<file path="config.mk">
export PLATFORM = sky130hd
export DESIGN_NAME = sysctl_regbank
export DESIGN_NICKNAME = d
export VERILOG_FILES = /design/src/rtl/sysctl_pkg.sv /design/src/rtl/sysctl_sync.sv /design/src/rtl/sysctl_tick_div.sv /design/src/rtl/sysctl_timecnt.sv /design/src/rtl/sysctl_regbank.sv
export SDC_FILE = /design/constraint.sdc
export NUM_CORES = 1
export LEC_CHECK = 0
export BUFFER_PORTS_ARGS = -buffer_cell sky130_fd_sc_hd__buf_2
export CAP_MARGIN = 20
export CORE_MARGIN = 5
export CORE_UTILIZATION = 59
export CTS_CLUSTER_SIZE = 16
export DETAILED_ROUTE_END_ITERATION = 10
export HOLD_SLACK_MARGIN = 0.06
export PLACE_DENSITY = 0.84
export SYNTH_ARGS = -nofsm -noshare
export SYNTH_HDL_FRONTEND = slang
export SYNTH_SLANG_ARGS = --single-unit
</file>
<file path="constraint.sdc">
create_clock -name clk -period 4 [get_ports clk]
set_input_delay 0.4 -clock clk [delete_from_list [all_inputs] [get_ports clk]]
set_output_delay 0.4 -clock clk [all_outputs]
set_load 0.1 [all_outputs]
</file>
<file path="src/rtl/sysctl_pkg.sv">
package sysctl_pkg;

    localparam int unsigned ADDR_W = 12;
    localparam int unsigned DATA_W = 32;

    // Byte offsets that software decodes
    localparam logic [ADDR_W-1:0] OFS_LED   = 12'h000;
    localparam logic [ADDR_W-1:0] OFS_DBG   = 12'h004;
    localparam logic [ADDR_W-1:0] OFS_BTN   = 12'h008;
    localparam logic [ADDR_W-1:0] OFS_SLOW  = 12'h010;
    localparam logic [ADDR_W-1:0] OFS_FAST  = 12'h014;
    localparam logic [ADDR_W-1:0] OFS_EVT   = 12'h018;
    localparam logic [ADDR_W-1:0] OFS_RLD   = 12'h01C;
    localparam logic [ADDR_W-1:0] OFS_PSC   = 12'h020;
    localparam logic [ADDR_W-1:0] OFS_SW    = 12'h028;
    localparam logic [ADDR_W-1:0] OFS_MISC  = 12'h04C;

    typedef enum logic [3:0] {
        SEL_NONE,
        SEL_LED,
        SEL_DBG,
        SEL_BTN,
        SEL_SLOW,
        SEL_FAST,
        SEL_EXT,
        SEL_SW,
        SEL_MISC
    } reg_sel_e;

    typedef enum logic [1:0] {
        EXT_EVENT  = 2'd0,
        EXT_RELOAD = 2'd1,
        EXT_PSCNT  = 2'd2
    } ext_idx_e;

    typedef struct packed {
        reg_sel_e sel;
        ext_idx_e ext;
    } decode_t;

    typedef struct packed {
        logic              valid;
        logic              write;
        logic [ADDR_W-1:0] addr;
        logic [DATA_W-1:0] wdata;
    } bus_req_t;

    function automatic decode_t decode_addr(logic [ADDR_W-1:0] a, bit has_dbg, bit has_sw);
        decode_t d;
        d.sel = SEL_NONE;
        d.ext = EXT_EVENT;
        if (a[1:0] == 2'b00) begin
            case (a)
                OFS_LED:  d.sel = SEL_LED;
                OFS_DBG:  d.sel = has_dbg ? SEL_DBG : SEL_NONE;
                OFS_BTN:  d.sel = SEL_BTN;
                OFS_SLOW: d.sel = SEL_SLOW;
                OFS_FAST: d.sel = SEL_FAST;
                OFS_EVT:  begin d.sel = SEL_EXT; d.ext = EXT_EVENT;  end
                OFS_RLD:  begin d.sel = SEL_EXT; d.ext = EXT_RELOAD; end
                OFS_PSC:  begin d.sel = SEL_EXT; d.ext = EXT_PSCNT;  end
                OFS_SW:   d.sel = has_sw ? SEL_SW : SEL_NONE;
                OFS_MISC: d.sel = SEL_MISC;
                default:  d.sel = SEL_NONE;
            endcase
        end
        return d;
    endfunction

endpackage

</file>
<file path="src/rtl/sysctl_sync.sv">
module sysctl_sync #(
    parameter int unsigned W      = 4,
    parameter int unsigned STAGES = 2
) (
    input  logic         clk,
    input  logic         rst,
    input  logic [W-1:0] d_i,
    output logic [W-1:0] q_o
);
    logic [W-1:0] stage_q [STAGES];

    always_ff @(posedge clk) begin
        if (rst) stage_q[0] <= '0;
        else     stage_q[0] <= d_i;
    end

    for (genvar s = 1; s < STAGES; s++) begin : g_stage
        always_ff @(posedge clk) begin
            if (rst) stage_q[s] <= '0;
            else     stage_q[s] <= stage_q[s-1];
        end
    end

    assign q_o = stage_q[STAGES-1];
endmodule

</file>
<file path="src/rtl/sysctl_tick_div.sv">
module sysctl_tick_div #(
    parameter int unsigned DIV = 10
) (
    input  logic clk,
    input  logic rst,
    input  logic restart_i,
    output logic tick_o
);
    localparam int unsigned CW = (DIV > 1) ? $clog2(DIV) : 1;
    localparam logic [CW-1:0] LAST = CW'(DIV - 1);

    if (DIV > 1) begin : g_count
        logic [CW-1:0] cnt_q;
        always_ff @(posedge clk) begin
            if (rst || restart_i)   cnt_q <= '0;
            else if (cnt_q == LAST) cnt_q <= '0;
            else                    cnt_q <= cnt_q + 1'b1;
        end
        assign tick_o = (cnt_q == LAST);
    end else begin : g_every
        assign tick_o = 1'b1;
    end
endmodule

</file>
<file path="src/rtl/sysctl_timecnt.sv">
module sysctl_timecnt #(
    parameter int unsigned W = 32
) (
    input  logic         clk,
    input  logic         rst,
    input  logic         load_i,
    input  logic [W-1:0] load_val_i,
    input  logic         inc_i,
    output logic [W-1:0] cnt_o
);
    always_ff @(posedge clk) begin
        if (rst)         cnt_o <= '0;
        else if (load_i) cnt_o <= load_val_i;
        else if (inc_i)  cnt_o <= cnt_o + 1'b1;
    end
endmodule

</file>
<file path="src/rtl/sysctl_regbank.sv">
module sysctl_regbank
    import sysctl_pkg::*;
#(
    parameter int unsigned CLK_HZ  = 50_000_000,
    parameter int unsigned LED_W   = 2,
    parameter int unsigned BTN_W   = 4,
    parameter int unsigned SW_W    = 8,
    parameter bit          HAS_DBG = 1'b0,
    parameter bit          HAS_SW  = 1'b0
) (
    input  logic              clk,
    input  logic              rst,
    input  logic              req_valid,
    input  logic              req_write,
    input  logic [11:0]       req_addr,
    input  logic [31:0]       req_wdata,
    output logic              rsp_ack,
    output logic [31:0]       rsp_rdata,
    input  logic [BTN_W-1:0]  btn_i,
    input  logic [SW_W-1:0]   sw_i,
    output logic [LED_W-1:0]  led_o,
    output logic              ext_wr,
    output logic              ext_rd,
    output logic [1:0]        ext_idx,
    output logic [31:0]       ext_wdata,
    input  logic [31:0]       ext_rdata
);
    localparam int unsigned SLOW_DIV = CLK_HZ;
    localparam int unsigned FAST_DIV = CLK_HZ / 100;

    bus_req_t req;
    decode_t  dec;
    logic     wr_hit, rd_hit;

    assign req = '{valid: req_valid, write: req_write, addr: req_addr, wdata: req_wdata};
    assign dec = decode_addr(req.addr, HAS_DBG, HAS_SW);
    assign wr_hit = req.valid &&  req.write;
    assign rd_hit = req.valid && !req.write;

    // Stored registers
    logic [LED_W-1:0]  led_q;
    logic [DATA_W-1:0] misc_q;
    logic [DATA_W-1:0] dbg_q;

    always_ff @(posedge clk) begin
        if (rst) begin
            led_q  <= '0;
            misc_q <= '0;
            dbg_q  <= '0;
        end else if (wr_hit) begin
            case (dec.sel)
                SEL_LED:  led_q  <= req.wdata[LED_W-1:0];
                SEL_MISC: misc_q <= req.wdata;
                SEL_DBG:  dbg_q  <= req.wdata;
                default:  ;
            endcase
        end
    end

    assign led_o = led_q;

    // Input synchronizers
    logic [BTN_W-1:0] btn_s;
    logic [SW_W-1:0]  sw_s;

    sysctl_sync #(.W(BTN_W), .STAGES(2)) u_btn_sync (
        .clk(clk), .rst(rst), .d_i(btn_i), .q_o(btn_s)
    );
    sysctl_sync #(.W(SW_W), .STAGES(2)) u_sw_sync (
        .clk(clk), .rst(rst), .d_i(sw_i), .q_o(sw_s)
    );

    // Time counters
    logic              slow_load, fast_load, slow_tick, fast_tick;
    logic [DATA_W-1:0] slow_cnt, fast_cnt;

    assign slow_load = wr_hit && (dec.sel == SEL_SLOW);
    assign fast_load = wr_hit && (dec.sel == SEL_FAST);

    sysctl_tick_div #(.DIV(SLOW_DIV)) u_slow_div (
        .clk(clk), .rst(rst), .restart_i(slow_load), .tick_o(slow_tick)
    );
    sysctl_tick_div #(.DIV(FAST_DIV)) u_fast_div (
        .clk(clk), .rst(rst), .restart_i(fast_load), .tick_o(fast_tick)
    );
    sysctl_timecnt #(.W(DATA_W)) u_slow_cnt (
        .clk(clk), .rst(rst), .load_i(slow_load), .load_val_i(req.wdata),
        .inc_i(slow_tick), .cnt_o(slow_cnt)
    );
    sysctl_timecnt #(.W(DATA_W)) u_fast_cnt (
        .clk(clk), .rst(rst), .load_i(fast_load), .load_val_i(req.wdata),
        .inc_i(fast_tick), .cnt_o(fast_cnt)
    );

    // Side port to the external prescaled counter
    assign ext_wr    = wr_hit && (dec.sel == SEL_EXT);
    assign ext_rd    = rd_hit && (dec.sel == SEL_EXT);
    assign ext_idx   = 2'(dec.ext);
    assign ext_wdata = req.wdata;

    // Read mux
    logic [DATA_W-1:0] rd_mux;
    always_comb begin
        case (dec.sel)
            SEL_LED:  rd_mux = DATA_W'(led_q);
            SEL_DBG:  rd_mux = dbg_q;
            SEL_BTN:  rd_mux = DATA_W'(btn_s);
            SEL_SLOW: rd_mux = slow_cnt;
            SEL_FAST: rd_mux = fast_cnt;
            SEL_EXT:  rd_mux = ext_rdata;
            SEL_SW:   rd_mux = DATA_W'(sw_s);
            SEL_MISC: rd_mux = misc_q;
            default:  rd_mux = '0;
        endcase
    end

    always_ff @(posedge clk) begin
        if (rst) begin
            rsp_ack   <= 1'b0;
            rsp_rdata <= '0;
        end else begin
            rsp_ack   <= req.valid;
            rsp_rdata <= rd_hit ? rd_mux : '0;
        end
    end
endmodule

</file>
==> results of run 1 <==
==> state kept, by name, summed over array words and instances (netlist names) <==
register	flops
led_o	2
misc_q	32
rsp_ack	1
rsp_rdata	32
u_btn_sync.stage_q	8
u_fast_cnt.cnt_o	32
u_fast_div.g_count.cnt_q	19
u_slow_cnt.cnt_o	32
u_slow_div.g_count.cnt_q	26
==> stage by stage <==
step	setup WS, ns	power (mW)	hold WS [ns]	utilization
after detailed placement	1.07	2.16	0.427	0.647
after global routing	0.990	3.82	0.193	0.685
after global placement	1.14	2.16	0.417	0.647
after CTS	1.18	3.72	0.185	0.685
final	1.15	3.70	0.191	0.685
after floorplan	1.17	2.10	0.414	-
==> layout make-up <==
type | count | area, µm² | area share
well taps | 184 | 230 | 0.0230
repair buffers | 164 | 848 | 0.0849
inverters | 11 | 41.3 | 0.00413
multi-input cells | 731 | 4640 | 0.464
clock inverters | 8 | 73.8 | 0.00739
clock buffers | 22 | 474 | 0.0475
flip-flops and latches | 184 | 3680 | 0.369
==> where the power goes <==
part	total [mW]	internal, mW	switching (mW)
sequential	1.85	1.84	0.00581
combinational	0.273	0.0581	0.214
clock	1.58	0.896	0.686
total	3.70	2.80	0.906
==> per-layer routing <==
metal,share of wire,vias to the layer above,track usage
li1,-,3752,-
met1,0.43,3609,0.337
met2,0.46,346,0.400
met3,0.082,40,0.0622
met4,0.025,0,0.0882
met5,0,-,0
==> layout by cell type (no fill, tap or decap), types with 2 or more instances in the layout <==
cell type   Yosys  routed
nand3b_1        2       2
nor2b_1        10      10
clkbuf_16       0      17
nand2_1       118     116
nor3b_1         3       3
a22oi_1         2       2
and4_1         14      14
a21oi_1        36      35
nor3_1         12      12
o21ai_0         5       5
and4bb_2        3       3
nor4b_2         2       2
and2_1          8       8
a211oi_1       61      61
buf_2          11     153
nand3_1        40      40
a222oi_1       30      30
nand2_2         1       3
or3_1           2       2
clkinv_2        0       4
a31oi_1         2       2
nor2_1        159     158
mux2_2         32      32
and3_1         18      18
xnor2_1        40      40
xor2_1         61      61
buf_4          35      11
clkinvlp_4      0       2
clkbuf_8        0       3
nand4_1        30      30
dfxtp_1       184     184
mux2i_1         5       5
nor3b_2         2       2
nor4_1         12      12
nor4_4          1       3
clkbuf_1       46       2
ha_1            4       4
inv_1          11      11
==> cell families after synthesis <==
| family | after synthesis | share of synthesized area |
|---|---|---|
| xor+xnor | 101 | 0.100 |
| compound gates | 141 | 0.117 |
| buf+inv | 105 | 0.0612 |
| fa+ha+maj | 4 | 0.00567 |
| flops | 184 | 0.417 |
| mux | 37 | 0.0465 |
| simple gates | 448 | 0.252 |
==> worst paths after layout <==
path / start / end / slack (ns) / depth (start not counted)
hold reg to reg: u_btn_sync.stage_q[0][1]$_SDFF_PP0_ / u_btn_sync.stage_q[1][1]$_SDFF_PP0_ / 0.44 / 1
setup / recovery: req_addr[2] / ext_rd / 1.15 / 6
setup reg to reg: u_fast_div.g_count.cnt_q[0]$_SDFF_PP0_ / u_fast_cnt.cnt_o[24]$_SDFFE_PP0P_ / 1.33 / 7
hold / removal: btn_i[3] / u_btn_sync.stage_q[0][3]$_SDFF_PP0_ / 0.19 / 2
==> metrics.md, run 1 <==
| Metric | Value |
|---|---|
| Setup tns final | `0 ns` |
| Initial Util | `0.605` |
| CTS clock-pin slew for the worst setup and hold paths | `0.06 ns` |
| RSZ-0062 raised after global routing | `false` |
| Placed Cells | `1274` |
| Detailed Route WL | `22.8 mm` |
| Clk_lat worst skew | `0.43 ns` |
| Syn Inst Count | `1020` |
| Fillers | `1172` |
| Largest net degree at the start of global routing | `60` |
| DR DRC count | `0` |
| Vias in the first global route | `7366` |
| Syn nets | `1116` |
| Largest stage delay, worst path | `0.56 ns` |
| Top-count cell post-synth | `dfxtp_1` |
| Grt ovf | `0` |
| Clock Path Buffers | `2` |
| Post-synth EDFFs | `0` |
| Area contributors post-synth | `dfxtp_1 (42%), nor2_1 (6.8%), xor2_1 (6.1%), a211oi_1 (5.2%), nand2_1 (5.0%)` |
| Top FF cell, synth | `dfxtp_1` |
| First-pass GRT wire length | `37.0 mm` |
| Asr flop ratio synth | `0` |
| Core Region | `14600 µm²` |
| Via count | `7747` |
| Die Span Y | `132 µm` |
| Worst Path Buf+Inv | `3` |
| Hold Buf Count CTS | `0` |
| Synthesized area | `8830 µm²` |
| HP Class | `in -> reg` |
| Crit path max-delay family | `buffers and inverters` |
| Routed Antenna Nets | `0` |
| Resized Gates After CTS | `0` |
| Final setup violation count | `0` |
| Kind of critical path | `in -> out` |
| Maximum clock frequency | `351 MHz` |
| Final Non-Filler Cells | `1304` |
| Post-synth top cells | `dfxtp_1 (184), nor2_1 (159), nand2_1 (118), a211oi_1 (61), xor2_1 (61)` |
| Drt via density | `5.94` |
| Mean post-synth cell area | `8.66 µm²` |
| Worst Tran Pin Value | `1.00 ns` |
| Final Hold Viols | `0` |
| PwrDens | `371 nW/µm²` |
| Critical path, cell by cell | `buf_2, inv_1, nand3_1, a21oi_2, and3_1, buf_2` |
| Yosys warns | `0` |
| Rel. slew slack | `0.331` |
| Num rows | `44` |
| Diode count | `0` |
| Clock Sinks | `184` |
| Total GRT Usage | `0.253` |
| Max Cap Viol | `0` |
| Growth of design area from synthesis to finish | `13.2%` |
| Clock skew | `0.0107 ns` |
| Arrival time at the worst endpoint | `2.45 ns` |
| WP data required | `3.60 ns` |
| CTS tree | `yes` |
| CP startpoint kind | `primary input` |
| Port bufs | `154` |
| Crit path time final | `2.85 ns` |
| Most used cell, CP | `buf_2` |
| Register area share after synthesis | `0.417` |
| Initial antenna violation count | `0` |
| I/O pins | `163` |
| Die area | `17500 µm²` |
| Layout cells sized above 1 | `0.221` |
| P_leak | `3.79 nW` |
| Root buffer cell | `clkbuf_16` |
| Design Area, Final | `9990 µm²` |
| Die width | `132 µm` |
| Fin crit share | `0.712` |
| Largest area contributor in the netlist | `dfxtp_1` |
| Post-CTS setup buffer count | `0` |
| Yosys cell types | `49` |
| Slowest CP cell | `a21oi_2` |
| NumNets Final | `1205` |
| Routability cong. | `0.868` |
| 1st-iter DRT viols | `768` |
| Slew Viols, Final | `0` |
| 1st-pass router iterations | `7` |
| H-tree lvl count | `4` |
| Maximum vdd drop | `0.311 mV` |
| Seq cells post-synth | `184` |
| DPL Wire Length | `15.5 mm` |
| Yosys top cell area share | `0.417` |
| CP Max Fanout | `39` |
| Area post-placement | `9440 µm²` |
| Outcome | `completed` |
| Routed wire per std cell | `17.5 µm` |
| Num CTS Buffers | `17` |
| Crit path capture type | `primary output` |
Power figures use the tool's default switching activity.
==> run 2: changes to the inputs <==
--- a/config.mk
+++ b/config.mk
@@ -8,11 +8,11 @@
 export BUFFER_PORTS_ARGS = -buffer_cell sky130_fd_sc_hd__buf_2
 export CAP_MARGIN = 20
 export CORE_MARGIN = 5
-export CORE_UTILIZATION = 59
+export CORE_UTILIZATION = 50
 export CTS_CLUSTER_SIZE = 16
 export DETAILED_ROUTE_END_ITERATION = 10
 export HOLD_SLACK_MARGIN = 0.06
-export PLACE_DENSITY = 0.84
+export PLACE_DENSITY = 0.76
 export SYNTH_ARGS = -nofsm -noshare
 export SYNTH_HDL_FRONTEND = slang
 export SYNTH_SLANG_ARGS = --single-unit
==> constraint.sdc (replaced) <==
create_clock -name clk -period 2.6 [get_ports clk]
set_input_delay 0.26 -clock clk [delete_from_list [all_inputs] [get_ports clk]]
set_output_delay 0.26 -clock clk [all_outputs]
set_load 0.1 [all_outputs]
==> run 2 against run 1 <==
- first-iteration DRC count is 1.2% higher
- sequential cell count stayed put
- worst setup slack worse by 0.93 ns
- critical path type is now reg -> reg
- highest routed layer unchanged
==> metrics.md, run 2 (synthesis results as in run 1) <==
| Metric | Value |
|---|---|
| Clk_lat worst skew | `0.44 ns (about the same)` |
| Leading cell type in the layout, fill and taps excluded | `dfxtp_1` |
| NumNets Final | `1232 (+2.2%)` |
| Via count | `7778 (+0.40%)` |
| Die area | `20400 µm² (+17%)` |
| Placed Cells | `1340 (+5.2%)` |
| CTS tree | `yes` |
| I/O pins | `163 (unchanged)` |
| Final Hold Viols | `0 (unchanged)` |
| 1st-iter DRT viols | `777 (+1.2%)` |
| WP data required | `2.95 ns (-0.65 ns)` |
| DR DRC count | `0 (unchanged)` |
| CP Max Fanout | `7 (-82%)` |
| Setup tns final | `0 ns (unchanged)` |
| Post-CTS setup buffer count | `0 (unchanged)` |
| Drt via density | `5.66 (-4.7%)` |
| Fin crit share | `0.916` |
| Core Region | `17300 µm² (+19%)` |
| P_leak | `3.94 nW (+4.1%)` |
| Maximum vdd drop | `0.491 mV (+58%)` |
| Routed wire per std cell | `17.2 µm (-1.4%)` |
| Port bufs | `154 (unchanged)` |
| Largest net degree at the start of global routing | `53 (-12%)` |
| Most frequent cells in the layout | `dfxtp_1 (184), nor2_1 (158), buf_2 (151)` |
| Slew Viols, Final | `0 (unchanged)` |
| Final WS setup | `0.219 ns (-0.933 ns)` |
| CP startpoint kind | `register` |
| HP Class | `in -> reg` |
| First-pass GRT wire length | `37.9 mm (+2.5%)` |
| Final Non-Filler Cells | `1374 (+5.4%)` |
| Routability cong. | `0.895 (+3.2%)` |
| Final setup violation count | `0 (unchanged)` |
| Die width | `143 µm (+8.0%)` |
| PwrDens | `576 nW/µm² (+55%)` |
| Diode count | `0 (unchanged)` |
| Num rows | `48 (+9.1%)` |
| Total GRT Usage | `0.230 (-0.0221)` |
| Clock Path Buffers | `2 (unchanged)` |
| Kind of critical path | `reg -> reg` |
| Layout cells sized above 1 | `0.241 (+0.0197)` |
| Crit path capture type | `register` |
| Outcome | `completed` |
| 1st-pass router iterations | `7 (unchanged)` |
| H-tree lvl count | `4 (unchanged)` |
| Resized Gates After CTS | `0 (unchanged)` |
| Worst Path Buf+Inv | `0 (-3)` |
| Detailed Route WL | `23.7 mm (+3.9%)` |
| Clock skew | `0.00710 ns (-0.00355 ns)` |
| Initial antenna violation count | `0 (unchanged)` |
| Vias in the first global route | `7334 (-0.43%)` |
| Hold Buf Count CTS | `2 (+2)` |
| Growth of design area from synthesis to finish | `17.1%` |
| Hold WS | `0.0838 ns (-0.107 ns)` |
| Largest stage delay, worst path | `0.52 ns (-0.04 ns)` |
| Slowest CP cell | `nor4_2` |
| DPL Wire Length | `16.7 mm (+7.7%)` |
| Crit path max-delay family | `simple AND/OR/NAND/NOR gates` |
| Rel. slew slack | `0.585 (+0.254)` |
| Initial Util | `0.510 (-0.0947)` |
| Num CTS Buffers | `17 (unchanged)` |
| Grt ovf | `0 (unchanged)` |
| Worst Tran Pin Value | `0.618 ns (-0.386 ns)` |
| Clock Sinks | `184 (unchanged)` |
| Die Span Y | `143 µm (+8.0%)` |
| Final core occ | `0.598 (-0.0872)` |
| Arrival time at the worst endpoint | `2.73 ns (+0.28 ns)` |
| Root buffer cell | `clkbuf_16` |
| RSZ-0062 raised after global routing | `false` |
| Max Cap Viol | `0 (unchanged)` |
| CTS clock-pin slew for the worst setup and hold paths | `0.07 ns (about the same)` |
| Crit path time final | `2.38 ns` |
| Routed Antenna Nets | `0 (unchanged)` |
| Pre-CTS setup slack | `0.301 ns (-0.764 ns)` |
| Critical path, cell by cell | `and4_1, nand4_2, nor4_2, nand4_1, xor2_1, a211oi_1` |
| Maximum clock frequency | `420 MHz` |
==> run 2: cell count changes in the layout (fill, tap and decap cells not counted), sizes merged <==
cell	delta
clkbuf	-2
buf	+25
dlygate4sd3	+2
inv	+1
clkinv	+1
bufinv	+2
==> run 2: path summary, 6_finish.rpt <==
check / startpoint / to / slack (ns) / cells past startpoint
max reg2reg: u_slow_cnt.cnt_o[7]$_SDFFE_PP0P_ / u_slow_cnt.cnt_o[31]$_SDFFE_PP0P_ / 0.22 / 6
min reg2reg: u_btn_sync.stage_q[0][2]$_SDFF_PP0_ / u_btn_sync.stage_q[1][2]$_SDFF_PP0_ / 0.44 / 1
max: u_slow_cnt.cnt_o[7]$_SDFFE_PP0P_ / u_slow_cnt.cnt_o[31]$_SDFFE_PP0P_ / 0.22 / 6
min: btn_i[3] / u_btn_sync.stage_q[0][3]$_SDFF_PP0_ / 0.08 / 2
==> run 2: per-stage QoR <==
| step | cell area, µm² | power (mW) |
|---|---|---|
| final | 10300 | 5.95 |
| after CTS | 10300 | 5.97 |
| after global routing | 10300 | 6.11 |
| after detailed placement | 9700 | 3.33 |
| after global placement | 9700 | 3.33 |
| after floorplan | 8830 | 3.22 |
==> run 2: layout make-up <==
type	instances	area, µm²
Multi-Input combinational cell	731	4630
Clock buffer	20	467
Timing Repair Buffer	191	1090
Sequential cell	184	3680
Tap cell	225	282
Fill cell	1477	6960
Inverter	11	41.3
Clock inverter	12	148
==> run 2: metal layers <==
| metal | track usage | share of wire |
|---|---|---|
| met5 | 0 | 0 |
| met4 | 0.0740 | 0.019 |
| met3 | 0.0392 | 0.077 |
| met2 | 0.360 | 0.45 |
| met1 | 0.326 | 0.46 |
==> run 2: power by group <==
part           internal [mW]  leakage, nW  switching (mW)
logic                 0.0959         2.16           0.333
registers               2.83         1.48         0.00925
clock network           1.58        0.302            1.10
==> run 3: changes to the inputs <==
--- a/config.mk
+++ b/config.mk
@@ -8,11 +8,11 @@
 export BUFFER_PORTS_ARGS = -buffer_cell sky130_fd_sc_hd__buf_2
 export CAP_MARGIN = 20
 export CORE_MARGIN = 5
-export CORE_UTILIZATION = 50
+export CORE_UTILIZATION = 45
 export CTS_CLUSTER_SIZE = 16
 export DETAILED_ROUTE_END_ITERATION = 10
 export HOLD_SLACK_MARGIN = 0.06
-export PLACE_DENSITY = 0.76
+export PLACE_DENSITY = 0.69
 export SYNTH_ARGS = -nofsm -noshare
 export SYNTH_HDL_FRONTEND = slang
 export SYNTH_SLANG_ARGS = --single-unit
==> run 3 against run 2 <==
- wire length fell by 1.9%
- clock skew up 0.0058 ns
- final area about the same
- maximum frequency rose by 3.5%
- largest power group unchanged
==> metrics.md, run 3 (synthesis results as in run 1) <==
| Metric | Value |
|---|---|
| Grt ovf | `0 (unchanged)` |
| Total GRT Usage | `0.205 (-0.0259)` |
| Rel. slew slack | `0.610 (+0.0248)` |
| Leading cell type in the layout, fill and taps excluded | `dfxtp_1` |
| PwrDens | `563 nW/µm² (-2.2%)` |
| P_leak | `3.90 nW (-1.0%)` |
| Diode count | `0 (unchanged)` |
| DR DRC count | `0 (unchanged)` |
| Routability cong. | `0.827 (-7.6%)` |
| Final Hold Viols | `0 (unchanged)` |
| Growth of design area from synthesis to finish | `17.1% (about the same)` |
| Drt via density | `5.41 (-4.5%)` |
| Die area | `22500 µm² (+10%)` |
| CTS clock-pin slew for the worst setup and hold paths | `0.07 ns (about the same)` |
| CP Max Fanout | `5 (-2)` |
| Fin crit share | `0.885 (-0.0309)` |
| DPL Wire Length | `16.4 mm (-1.7%)` |
| CP startpoint kind | `register` |
| Num CTS Buffers | `17 (unchanged)` |
| Layout cells sized above 1 | `0.239 (-0.00244)` |
| Root buffer cell | `clkbuf_16` |
| HP Class | `in -> reg` |
| Detailed Route WL | `23.2 mm (-1.9%)` |
| Fillers | `1847 (+25%)` |
| RSZ-0062 raised after global routing | `false` |
| Initial antenna violation count | `0 (unchanged)` |
| Most frequent cells in the layout | `dfxtp_1 (184), nor2_1 (158), buf_2 (151)` |
| Core Region | `19400 µm² (+12%)` |
| Max Cap Viol | `0 (unchanged)` |
| Arrival time at the worst endpoint | `2.65 ns (-0.08 ns)` |
| First-pass GRT wire length | `37.1 mm (-2.2%)` |
| Clock Sinks | `184 (unchanged)` |
| Kind of critical path | `reg -> reg` |
| Largest net degree at the start of global routing | `48 (-9.4%)` |
| Via count | `7619 (-2.0%)` |
| Final setup violation count | `0 (unchanged)` |
| Port bufs | `154 (unchanged)` |
| Initial Util | `0.455 (-0.0553)` |
| Outcome | `completed` |
| NumNets Final | `1228 (-0.32%)` |
| I/O pins | `163 (unchanged)` |
| Total power | `5.82 mW (-2.1%)` |
| Crit path capture type | `register` |
| Routed wire per std cell | `16.5 µm (-4.4%)` |
| Maximum clock frequency | `435 MHz (+3.5%)` |
| Die width | `150 µm (+5.0%)` |
| Routed Antenna Nets | `0 (unchanged)` |
| Slew Viols, Final | `0 (unchanged)` |
| 1st-pass router iterations | `7 (unchanged)` |
| Crit path time final | `2.30 ns (-0.0803 ns)` |
| 1st-iter DRT viols | `613 (-21%)` |
| Post-CTS setup buffer count | `0 (unchanged)` |
| Clock skew | `0.0129 ns (+0.00581 ns)` |
| CTS tree | `yes` |
| Clk_lat worst skew | `0.43 ns (about the same)` |
| Vias in the first global route | `7144 (-2.6%)` |
| Die Span Y | `150 µm (+5.0%)` |
| H-tree lvl count | `4 (unchanged)` |
| Worst Tran Pin Value | `0.580 ns (-0.0379 ns)` |
| Setup tns final | `0 ns (unchanged)` |
| Clock Path Buffers | `2 (unchanged)` |
| WP data required | `2.95 ns (about the same)` |
| Num rows | `51 (+6.3%)` |
| Maximum vdd drop | `0.433 mV (-12%)` |
## run 3: cell types whose count changed in the layout (fill, tap and decap cells not counted)
cell / before / now
buf_4: 36 / 31
clkinv_4: 1 / 2
nor4_2: 2 / 3
inv_6: 1 / 5
nor4_1: 12 / 11
buf_12: 2 / 3
clkinv_2: 5 / 1
bufinv_16: 3 / 1
## run 3: power breakdown
group	internal [mW]	switching (mW)
Combinational	0.0952	0.335
Clock	1.41	1.14
Sequential	2.83	0.00952
Total	4.34	1.49
## run 3: metrics by stage
stage	util	hold WS (ns)	cells	worst slack (ns)	instance area, µm²
detailed placement	0.502	0.432	1376	0.342	9740
floorplan	-	0.343	1020	0.0549	8830
CTS	0.533	0.0694	1409	0.200	10300
global route	0.533	0.0762	1409	0.0701	10300
global placement	0.502	0.416	1376	0.282	9740
finish	0.533	0.0871	1409	0.299	10300
## run 3: final cells by class
cell class | count | area, µm² | share of cell area
multi-input combinational | 731 | 4640 | 0.448
timing repair buffer | 187 | 1070 | 0.103
clock buffer | 20 | 467 | 0.0451
sequential | 184 | 3680 | 0.356
clock inverter | 11 | 111 | 0.0108
inverter | 11 | 41.3 | 0.00399
tap | 265 | 332 | 0.0321
## run 3: worst paths after layout
path                            slack, ns                                   start  cells past startpoint                             endpoint
worst max-delay path                 0.30  u_slow_div.g_count.cnt_q[0]$_SDFF_PP0_                      8     u_slow_cnt.cnt_o[9]$_SDFFE_PP0P_
worst min-delay path                 0.09                                btn_i[3]                      2  u_btn_sync.stage_q[0][3]$_SDFF_PP0_
worst min register to register       0.44     u_btn_sync.stage_q[0][3]$_SDFF_PP0_                      1  u_btn_sync.stage_q[1][3]$_SDFF_PP0_
worst max register to register       0.30  u_slow_div.g_count.cnt_q[0]$_SDFF_PP0_                      8     u_slow_cnt.cnt_o[9]$_SDFFE_PP0P_
## run 3: layer usage
metal	track usage	part of all wire	wire, µm	up-vias
met5	0	0	0	-
met3	0.0369	0.057	1310	16
li1	-	-	-	3792
met1	0.281	0.47	11000	3592
met2	0.333	0.46	10700	219
met4	0.0508	0.0088	205	0
## run 3: critical path, stage by stage, from the launching register on
cell and delay [ns]:
dfxtp_1 0.37, ha_1 0.23, and4_1 0.30, nand4_1 0.31, nor3_1 0.37, buf_4 0.19, and3_1 0.16, xnor2_1 0.06
a211oi_1 0.21
## run 3: timing repair
item | CTS | global route
hold buffers | 2 | 0
gates resized for setup | 0 | 1
hold endpoints to repair | 2 | 0
endpoints found under the setup margin | 0 | 1
